$ cat src/rtl/irq_arb_pkg.sv
package irq_arb_pkg;
  // One decision per cycle, at most one field set.
  typedef struct packed {
    logic enter;
    logic preempt;
    logic chain;
    logic ret;
  } arbCmd_t;
endpackage

$ cat src/rtl/irq_arb_ctl.sv
module irq_arb_ctl
  import irq_arb_pkg::*;
#(
  parameter int GRP_W = 3
) (
  input  logic             handlerDone,
  input  logic             anyPend,
  input  logic [GRP_W-1:0] bestGrp,
  input  logic             actValid,
  input  logic [GRP_W-1:0] actGrp,
  input  logic             stkEmpty,
  input  logic             stkFull,
  input  logic [GRP_W-1:0] topGrp,
  output arbCmd_t          cmd
);
  always_comb begin
    cmd = '0;
    if (!actValid) begin
      if (anyPend) cmd.enter = 1'b1;
    end else if (handlerDone) begin
      // Completion: chain when the winner outranks what a return would resume.
      if (anyPend && (stkEmpty || (bestGrp < topGrp))) cmd.chain = 1'b1;
      else                                             cmd.ret   = 1'b1;
    end else if (anyPend && !stkFull && (bestGrp < actGrp)) begin
      cmd.preempt = 1'b1;
    end
  end
endmodule

$ cat src/rtl/irq_arb_dp.sv
module irq_arb_dp
  import irq_arb_pkg::*;
#(
  parameter int NUM_SRC = 8,
  parameter int GRP_W   = 3,
  parameter int SUB_W   = 2,
  parameter int DEPTH   = 4,
  localparam int VEC_W  = (NUM_SRC > 1) ? $clog2(NUM_SRC) : 1,
  localparam int CNT_W  = $clog2(DEPTH + 1),
  localparam int KEY_W  = GRP_W + SUB_W
) (
  input  logic                     clk,
  input  logic                     rstN,
  input  logic [NUM_SRC-1:0]       reqLevel,
  input  logic [NUM_SRC-1:0]       reqEn,
  input  logic [NUM_SRC*GRP_W-1:0] grpPrio,
  input  logic [NUM_SRC*SUB_W-1:0] subPrio,
  input  arbCmd_t                  cmd,
  output logic                     anyPend,
  output logic [GRP_W-1:0]         bestGrp,
  output logic                     actValid,
  output logic [VEC_W-1:0]         actVec,
  output logic [GRP_W-1:0]         actGrp,
  output logic                     stkEmpty,
  output logic                     stkFull,
  output logic [GRP_W-1:0]         topGrp,
  output logic [NUM_SRC-1:0]       pendMask,
  output arbCmd_t                  stbQ,
  output logic [VEC_W-1:0]         vecQ
);
  logic [KEY_W-1:0] keyArr [NUM_SRC];
  logic [KEY_W-1:0] bestKey;
  logic [VEC_W-1:0] bestVec;
  logic [VEC_W-1:0] topVec;
  logic [VEC_W-1:0] stkVec [DEPTH];
  logic [GRP_W-1:0] stkGrp [DEPTH];
  logic [CNT_W-1:0] stkCnt;

  assign pendMask = reqLevel & reqEn;

  // Ranking key per source: group priority above sub-priority.
  for (genvar i = 0; i < NUM_SRC; i++) begin : gKey
    assign keyArr[i] = {grpPrio[i*GRP_W +: GRP_W], subPrio[i*SUB_W +: SUB_W]};
  end

  // Strict compare while scanning upward keeps the lowest index on a tie.
  always_comb begin
    anyPend = 1'b0;
    bestKey = '1;
    bestVec = '0;
    for (int i = 0; i < NUM_SRC; i++) begin
      if (pendMask[i] && (!anyPend || (keyArr[i] < bestKey))) begin
        anyPend = 1'b1;
        bestKey = keyArr[i];
        bestVec = VEC_W'(i);
      end
    end
  end
  assign bestGrp = bestKey[KEY_W-1:SUB_W];

  assign stkEmpty = (stkCnt == '0);
  assign stkFull  = (stkCnt == CNT_W'(DEPTH));

  always_comb begin
    topVec = '0;
    topGrp = '0;
    for (int s = 0; s < DEPTH; s++) begin
      if (stkCnt == CNT_W'(s + 1)) begin
        topVec = stkVec[s];
        topGrp = stkGrp[s];
      end
    end
  end

  always_ff @(posedge clk or negedge rstN) begin
    if (!rstN) begin
      actValid <= 1'b0;
      actVec   <= '0;
      actGrp   <= '0;
      stkCnt   <= '0;
      stbQ     <= '0;
      vecQ     <= '0;
      for (int s = 0; s < DEPTH; s++) begin
        stkVec[s] <= '0;
        stkGrp[s] <= '0;
      end
    end else begin
      stbQ <= cmd;
      vecQ <= '0;
      if (cmd.preempt) begin
        for (int s = 0; s < DEPTH; s++) begin
          if (stkCnt == CNT_W'(s)) begin
            stkVec[s] <= actVec;
            stkGrp[s] <= actGrp;
          end
        end
        stkCnt <= stkCnt + 1'b1;
      end
      if (cmd.enter || cmd.preempt || cmd.chain) begin
        actValid <= 1'b1;
        actVec   <= bestVec;
        actGrp   <= bestGrp;
        vecQ     <= bestVec;
      end else if (cmd.ret) begin
        if (!stkEmpty) begin
          actVec <= topVec;
          actGrp <= topGrp;
          vecQ   <= topVec;
          stkCnt <= stkCnt - 1'b1;
        end else begin
          actValid <= 1'b0;
          actVec   <= '0;
          actGrp   <= '0;
        end
      end
    end
  end
endmodule

$ cat src/rtl/irq_prio_arb.sv
module irq_prio_arb
  import irq_arb_pkg::*;
#(
  parameter int NUM_SRC = 8,
  parameter int GRP_W   = 3,
  parameter int SUB_W   = 2,
  parameter int DEPTH   = 4,
  localparam int VEC_W  = (NUM_SRC > 1) ? $clog2(NUM_SRC) : 1
) (
  input  logic                     clk,
  input  logic                     rstN,
  input  logic [NUM_SRC-1:0]       reqLevel,
  input  logic [NUM_SRC-1:0]       reqEn,
  input  logic [NUM_SRC*GRP_W-1:0] grpPrio,
  input  logic [NUM_SRC*SUB_W-1:0] subPrio,
  input  logic                     handlerDone,
  output logic                     enterStb,
  output logic                     preemptStb,
  output logic                     chainStb,
  output logic                     returnStb,
  output logic [VEC_W-1:0]         vecNum,
  output logic                     activeValid,
  output logic [VEC_W-1:0]         activeVec,
  output logic [NUM_SRC-1:0]       pendMask
);
  arbCmd_t          cmd;
  arbCmd_t          stbQ;
  logic             anyPend;
  logic [GRP_W-1:0] bestGrp;
  logic [GRP_W-1:0] actGrp;
  logic [GRP_W-1:0] topGrp;
  logic             stkEmpty;
  logic             stkFull;

  irq_arb_ctl #(.GRP_W(GRP_W)) uCtl (
    .handlerDone(handlerDone), .anyPend(anyPend), .bestGrp(bestGrp),
    .actValid(activeValid), .actGrp(actGrp), .stkEmpty(stkEmpty),
    .stkFull(stkFull), .topGrp(topGrp), .cmd(cmd)
  );

  irq_arb_dp #(.NUM_SRC(NUM_SRC), .GRP_W(GRP_W), .SUB_W(SUB_W), .DEPTH(DEPTH)) uDp (
    .clk(clk), .rstN(rstN), .reqLevel(reqLevel), .reqEn(reqEn),
    .grpPrio(grpPrio), .subPrio(subPrio), .cmd(cmd), .anyPend(anyPend),
    .bestGrp(bestGrp), .actValid(activeValid), .actVec(activeVec),
    .actGrp(actGrp), .stkEmpty(stkEmpty), .stkFull(stkFull), .topGrp(topGrp),
    .pendMask(pendMask), .stbQ(stbQ), .vecQ(vecNum)
  );

  assign enterStb   = stbQ.enter;
  assign preemptStb = stbQ.preempt;
  assign chainStb   = stbQ.chain;
  assign returnStb  = stbQ.ret;
endmodule

$ cat config.mk
export PLATFORM = sky130hd
export DESIGN_NAME = irq_prio_arb
export DESIGN_NICKNAME = d
export VERILOG_FILES = /design/src/rtl/irq_arb_pkg.sv /design/src/rtl/irq_arb_ctl.sv /design/src/rtl/irq_arb_dp.sv /design/src/rtl/irq_prio_arb.sv
export SDC_FILE = /design/constraint.sdc
export NUM_CORES = 1
export LEC_CHECK = 0
export CORE_AREA = 5 5 107 109
export CTS_BUF_LIST = sky130_fd_sc_hd__clkbuf_16
export CTS_CLUSTER_SIZE = 12
export DETAILED_ROUTE_END_ITERATION = 8
export DIE_AREA = 0 0 112 114
export GPL_ROUTABILITY_DRIVEN = 1
export PLACE_DENSITY_LB_ADDON = 0.1
export SYNTH_ARGS = -nofsm -noshare
export SYNTH_HDL_FRONTEND = slang
export SYNTH_SLANG_ARGS = --single-unit
$ cat constraint.sdc
create_clock -name clk -period 4.1 [get_ports clk]
set_input_delay 0.82 -clock clk [delete_from_list [all_inputs] [get_ports clk]]
set_output_delay 0.82 -clock clk [all_outputs]
set_load 0.02 [all_outputs]
Yosys cells after proc, flatten, opt, wreduce, memory -nomap -nowiden
Index checks and enable logic that the tools add are counted.

operators by class
  $lt $le $gt $ge = 9
  multiplexer cells = 54
  reductions and logical operators = 36
  $add $sub $neg = 2
  eq/ne operators = 4
  bitwise logic cells = 1

operators by type and width
  cell                                                                count
  3-bit two-way mux                                                   25
  5-bit two-way mux                                                   8
  5-bit < comparator                                                  7
  1-bit two-way mux                                                   18
  1-bit logical AND                                                   10
  1-bit logical OR                                                    10
  2-bit AND reduction                                                 5
  8-bit AND                                                           1
  1-bit logical NOT                                                   8
  3-bit by 2-bit == test with 1-bit output, second input constant     2
  3-bit < comparator                                                  2
  2-bit two-way mux                                                   3
  2-bit nonzero test                                                  2
  3-bit by 1-bit adder with 3-bit output, second input constant       1
  3-bit by 1-bit == test with 1-bit output, second input constant     1
  3-bit == test, second input constant                                1
  3-bit logical NOT                                                   1
  3-bit by 1-bit subtractor with 3-bit output, second input constant  1

word-level totals
  flip-flop bits (word level) = 41
  output and inout bits = 19
  input bits = 59
  logic and storage cells = 123

Depth between registers and ports, before layout
  word-level depth = 40
  gate-level depth with buffers = 79
  gate-level depth less buffers = 76

Modules after synthesis
Synthesis repeated with hierarchy kept, for this count alone.

unflattened totals
  cell total of the unflattened synthesis = 450
  area, all modules = 3907.5 µm²

modules (own cells, without submodules)
  module       sequential area each (µm²)  times used  area an instance (µm²)  cells each
  irq_arb_dp   1026.0                      1           3737.3                  424
  irq_arb_ctl  0.0                         1           170.2                   26

Least setup slack after synthesis
Ideal clock, no wire load.

  kind = input -> register
  from = input port reqLevel[0]
  to = register uDp.stkGrp[0] (netlist name)
  library setup time = 0.125 ns
  stages on the path = 73
  path slack = -9.974 ns
  data arrival time = 13.949 ns
  path buffers = 4
  required time = 3.975 ns
  cells stage by stage = nand2_1 -> clkbuf_1 -> nor2_1 -> ha_1 -> and3b_1 -> or4_4 -> o311ai_4 -> nand2_1 -> o21ai_0 -> inv_1 -> ha_1 -> nand3b_1 -> nor2_1 -> nand2_1 -> mux2_2 -> nand2_1 -> a31oi_1 -> buf_2 -> [... 37 more ...] -> nor2b_1 -> o21ai_0 -> nand2b_1 -> nor3_1 -> nand3_1 -> nor2_1 -> a311oi_1 -> a21boi_0 -> inv_1 -> ha_1 -> or3b_2 -> a2111oi_0 -> o21ai_0 -> o21bai_4 -> clkinv_2 -> buf_6 -> nand2_4 -> mux2_4

RTL lines
  element                        RTL line            source
  start, declared                irq_prio_arb.sv:12  input logic [NUM_SRC-1:0] reqLevel,
  end signal, assigned by index  irq_arb_dp.sv:94    stkGrp[s] <= actGrp;
  end, declared                  irq_arb_dp.sv:36    logic [GRP_W-1:0] stkGrp [DEPTH];

Worst setup path after layout
  from = input port subPrio[3]
  to = register uDp.stkGrp[2] (netlist name)

between the ends
  word-level cells in the longest chain between the ends = 34
  elaborated cells between the ends (all ways) = 48
  those cells by class = order compare (8); mux (17); reduce/logical (23)

RTL lines
  element                                                  RTL line            source
  start, declared                                          irq_prio_arb.sv:15  input logic [NUM_SRC*SUB_W-1:0] subPrio,
  5-bit < comparator                                       irq_arb_dp.sv:52    if (pendMask[i] && (!anyPend || (keyArr[i] < bestKey))) begin
  1-bit logical OR                                         irq_arb_dp.sv:52
  1-bit logical AND                                        irq_arb_dp.sv:52
  5-bit two-way mux or 1-bit two-way mux (tied branches)   irq_arb_dp.sv:52
  5-bit < comparator or 1-bit logical NOT (tied branches)  irq_arb_dp.sv:52
  1-bit logical OR                                         irq_arb_dp.sv:52
  1-bit logical AND                                        irq_arb_dp.sv:52
  5-bit two-way mux or 1-bit two-way mux (tied branches)   irq_arb_dp.sv:52
  [... 18 more ...]                                        n/a
  1-bit logical AND                                        irq_arb_dp.sv:52
  5-bit two-way mux or 1-bit two-way mux (tied branches)   irq_arb_dp.sv:52
  3-bit < comparator or 1-bit logical AND (tied branches)  irq_arb_ctl.sv:24   end else if (anyPend && !stkFull && (bestGrp < actGrp)) begin
  1-bit logical AND *                                      irq_arb_ctl.sv:24
  1-bit two-way mux *                                      irq_arb_ctl.sv:24
  1-bit two-way mux *                                      irq_arb_ctl.sv:20   end else if (handlerDone) begin
  3-bit two-way mux *                                      irq_arb_ctl.sv:18   if (!actValid) begin
  2-bit AND reduction (no line) *                          n/a

Every way passes the cells marked *; elsewhere a longest branch is shown, timed or not.
A chain may end at the register's enable or synchronous reset.

==> impl_results.md <==
* Number of diodes at 0
* Placed cells at around 870
* Worst hold stages at 1
* Final hold viol count at 0
* Crit. Startpoint: subPrio[3]
* Largest net degree at the start of global routing at 42
* Failing checks: negative setup slack
* Gp weighted congestion at 0.896
* Yosys warns at 0
* Least-Margin Pin Slew at 0.939 ns
* Vias in the first global route at ~5400
* Commonest non-fill, non-tap cell in the layout: buf_4
* Fill count at 723
* Drt pass-1 iters at 7
* IO buf count at slightly below 80
* Most frequent cells in the layout: 214 x buf_4, 66 x clkdlybuf4s50_1, 53 x nand2_1, 41 x dfrtp_1, 30 x inv_1
* Pwr per Cell Area at around 560 nW/um2
* Max-cap violation count at 0
* Row cnt at 38
* Tightest Hold Check Type: register to register
* Total CTS buffers at 5
* Setup violators final at 40
* CTS tree: done
* Path depth of the worst reg2reg path at 15
* CP dominant cell by count: ha_4
* Distinct cell type count after synthesis at 80
* Die Width at about 110 um
* Worst R2R End: uDp.stkCnt[1]$_DFF_PN0_
* Starting Density at between 40% and 50%
* Slowest CP cell: clkdlybuf4s50_1
* Fraction of registers with async set/reset at 100%
* Max Fclk at 0.0792 GHz
* Worst stage delay on the critical path at between 0.5 and 0.6 ns
* Iter 0 DRT Violations at roughly 340
* Syn Std Cell Area at 4210 um2
* Worst Path Required at 4.27 ns
* First-pass GRT wire length at 26400 um
* Clock slew at reported path FFs at 0.06 ns
* Worst setup EP type: register
* DR vias/cell at ~5.6
* GRT Residual Overflow at 0
* Worst Path Arrival at 12.79 ns
* Average wire per standard cell at roughly 18 um
* Clock buffer depth at 2
* RSZ-0062 raised after global routing: yes
* Peak supply drop at 0.000338 V
* CTS H-tree lvls at 2
* Via count at between 5000 and 6000
* Tmin final at 12.62 ns
* Main synth FF type: dfrtp_1
* Hold_sp: uDp.stkGrp[11]$_DFFE_PN0P_
* Layout cells sized above 1 at 50.1%
* Detail Route Antenna Nets at 0
* Layout Cells excl Fill at 945
* Die Ht at 114 um
* Seq cells post-synth at 41
* Synth area leader: dfrtp_1
* Period Utilization, post-route at 308%
* Place WS at -9.27 ns
* Worst hold path endpoint: uDp.stkGrp[11]$_DFFE_PN0P_
* Net Count, Synth at between 500 and 600
* Worst-path maximum fanout at 6
* Status: finished with violations
* Top-area cell type share of the netlist area at 24.4%
* Crit path kind: input port to register
* Core box area at 10500 um2
* Final #Nets at 890
* CTS Hold Bufs at 0
* Detailed Place HPWL at about 12000 um
* DRC viols at 0
* Hold Slack at between 0.5 and 0.6 ns
* Sequential area share after synthesis at around a quarter
* FF-to-FF Start: uDp.stkCnt[0]$_DFF_PN0_
* Number of flops mapped to enable cells by yosys at 0
* CP delay by family, top: compound AO/OA/AOI/OAI gates
* Drt total wl at about 17000 um
* Post-Syn Area per Cell at 8.41 um2
* Top post-synthesis cells by area: dfrtp_1 24%, ha_1 8.0%, nand2_1 5.5%
* Critical path buffer and inverter count at 13
* Final Max Tran Viols at 0
* CTS root buffer: clkbuf_16
* Slew HR at 37.2%
* Gate Count Post-Synth at 501
* Io pins at 78
* Later-pin clock latency in the skew report at 0.29 ns
* Crit path launch type: input port
* R2r setup slk at 0.35 ns
* Die outline area at between 10000 and 15000 um2
* Total GRT Usage at 24.9%
* Total clock sinks at 41
* Worst setup slack after layout at -8.52 ns
* Clock Skew at 0.00629 ns
* Leak at roughly 3.7 nW
* Antenna violations before repair at 0
* Synthesis-to-finish area growth at 89.3%
## final cells by class
type	instances	area (um2)	area share, %
clock buffers	5	125	1.57
well taps	140	175	2.20
clock inverters	3	68.8	0.863
inverters	39	156	1.96
multi-input cells	410	3850	48.3
flip-flops and latches	41	1030	12.9
repair buffers	307	2570	32.3
## what timing repair did
item | CTS | global route
endpoints found under the setup margin | 40 | 40
resized for setup | 72 | 81
pin swaps | 52 | 55
gates cloned | 0 | 0
setup buffers | 50 | 20
## worst register-to-register path: stages, from the launching register on
cell,delay [ns]
dfrtp_1,0.43
inv_1,0.15
ha_1,0.43
nor2b_1,0.22
a22oi_1,0.24
o21ai_0,0.11
a221oi_1,0.61
ha_4,0.25
buf_6,0.09
buf_6,0.11
o21ai_4,0.05
a21oi_2,0.21
nand3_2,0.12
o21ai_4,0.27
nand2_1,0.17
o211ai_1,0.22
## power breakdown
| group | switching, mW | internal (mW) | total, mW | leakage [nW] |
|---|---|---|---|---|
| clock | 0.171 | 0.351 | 0.522 | 0.0944 |
| combinational | 1.53 | 1.70 | 3.22 | 3.09 |
| sequential | 0.140 | 0.566 | 0.706 | 0.532 |
## through the flow
stage          instance area (um2)  setup TNS [ns]  power [mW]  util (%)
2_1_floorplan                 4560         -337.90        2.01         -
3_3_place_gp                  6680         -346.97        2.92      63.5
3_5_place_dp                  6680         -363.94        2.97      63.5
4_1_cts                       7450         -333.69        3.89      70.9
5_1_grt                       7970         -362.30        4.70      75.9
6_report                      7970         -338.17        4.45      75.9
## cell usage after synthesis (all sizes together), types with 5 or more instances
| master | n |
|---|---|
| nand3 | 22 |
| inv | 37 |
| xnor2 | 6 |
| mux2i | 13 |
| o31ai | 7 |
| dfrtp | 41 |
| a22oi | 6 |
| mux2 | 31 |
| o21ai | 28 |
| nor2 | 36 |
| a21oi | 33 |
| ha | 27 |
| a31oi | 10 |
| clkbuf | 7 |
| nor2b | 8 |
| or2 | 6 |
| nor3 | 12 |
| o211ai | 5 |
| nand2 | 63 |
| o21a | 7 |
| a2111oi | 5 |
## sequential cells by signal, summed over array words and instances, names as in the netlist
name / flops
uDp.stkGrp: 12
uDp.actGrp: 3
uDp.stkCnt: 3
uDp.vecQ: 3
uDp.stkVec: 12
uDp.stbQ: 4
uDp.actVec: 3
uDp.actValid: 1
## metal layers
layer / track usage (%) / vias to the layer above / wire length, um
met3: 4.24 / 50 / 891
met5: 0 / - / 0
li1: - / 2489 / -
met2: 42.9 / 207 / 8630
met1: 31.7 / 2562 / 7390
met4: 8.33 / 0 / 511
## logic make-up after synthesis
logic type               share of synthesized area [%]
buffers and inverters                             4.75
multiplexers                                      12.0
AO/OA/AOI/OAI                                     29.4
AND/OR/NAND/NOR                                   19.8
flip-flops                                        24.4
XOR/XNOR                                          1.46
adder cells (fa/ha/maj)                           8.26
## how the worst max path moves through the flow
stage | cells after the start | slack (ns) | to
5_1_grt | 73 | -9.12 | uDp.stkGrp[5]$_DFFE_PN0P_
3_3_place_gp | 72 | -8.82 | uDp.stkVec[10]$_DFFE_PN0P_
4_1_cts | 72 | -8.44 | uDp.stkVec[5]$_DFFE_PN0P_
3_5_place_dp | 71 | -9.27 | uDp.stkGrp[9]$_DFFE_PN0P_
6_report | 72 | -8.52 | uDp.stkGrp[2]$_DFFE_PN0P_
2_1_floorplan | 75 | -8.58 | uDp.stkGrp[0]$_DFFE_PN0P_
Note: power is estimated with default switching activity, not from simulation.
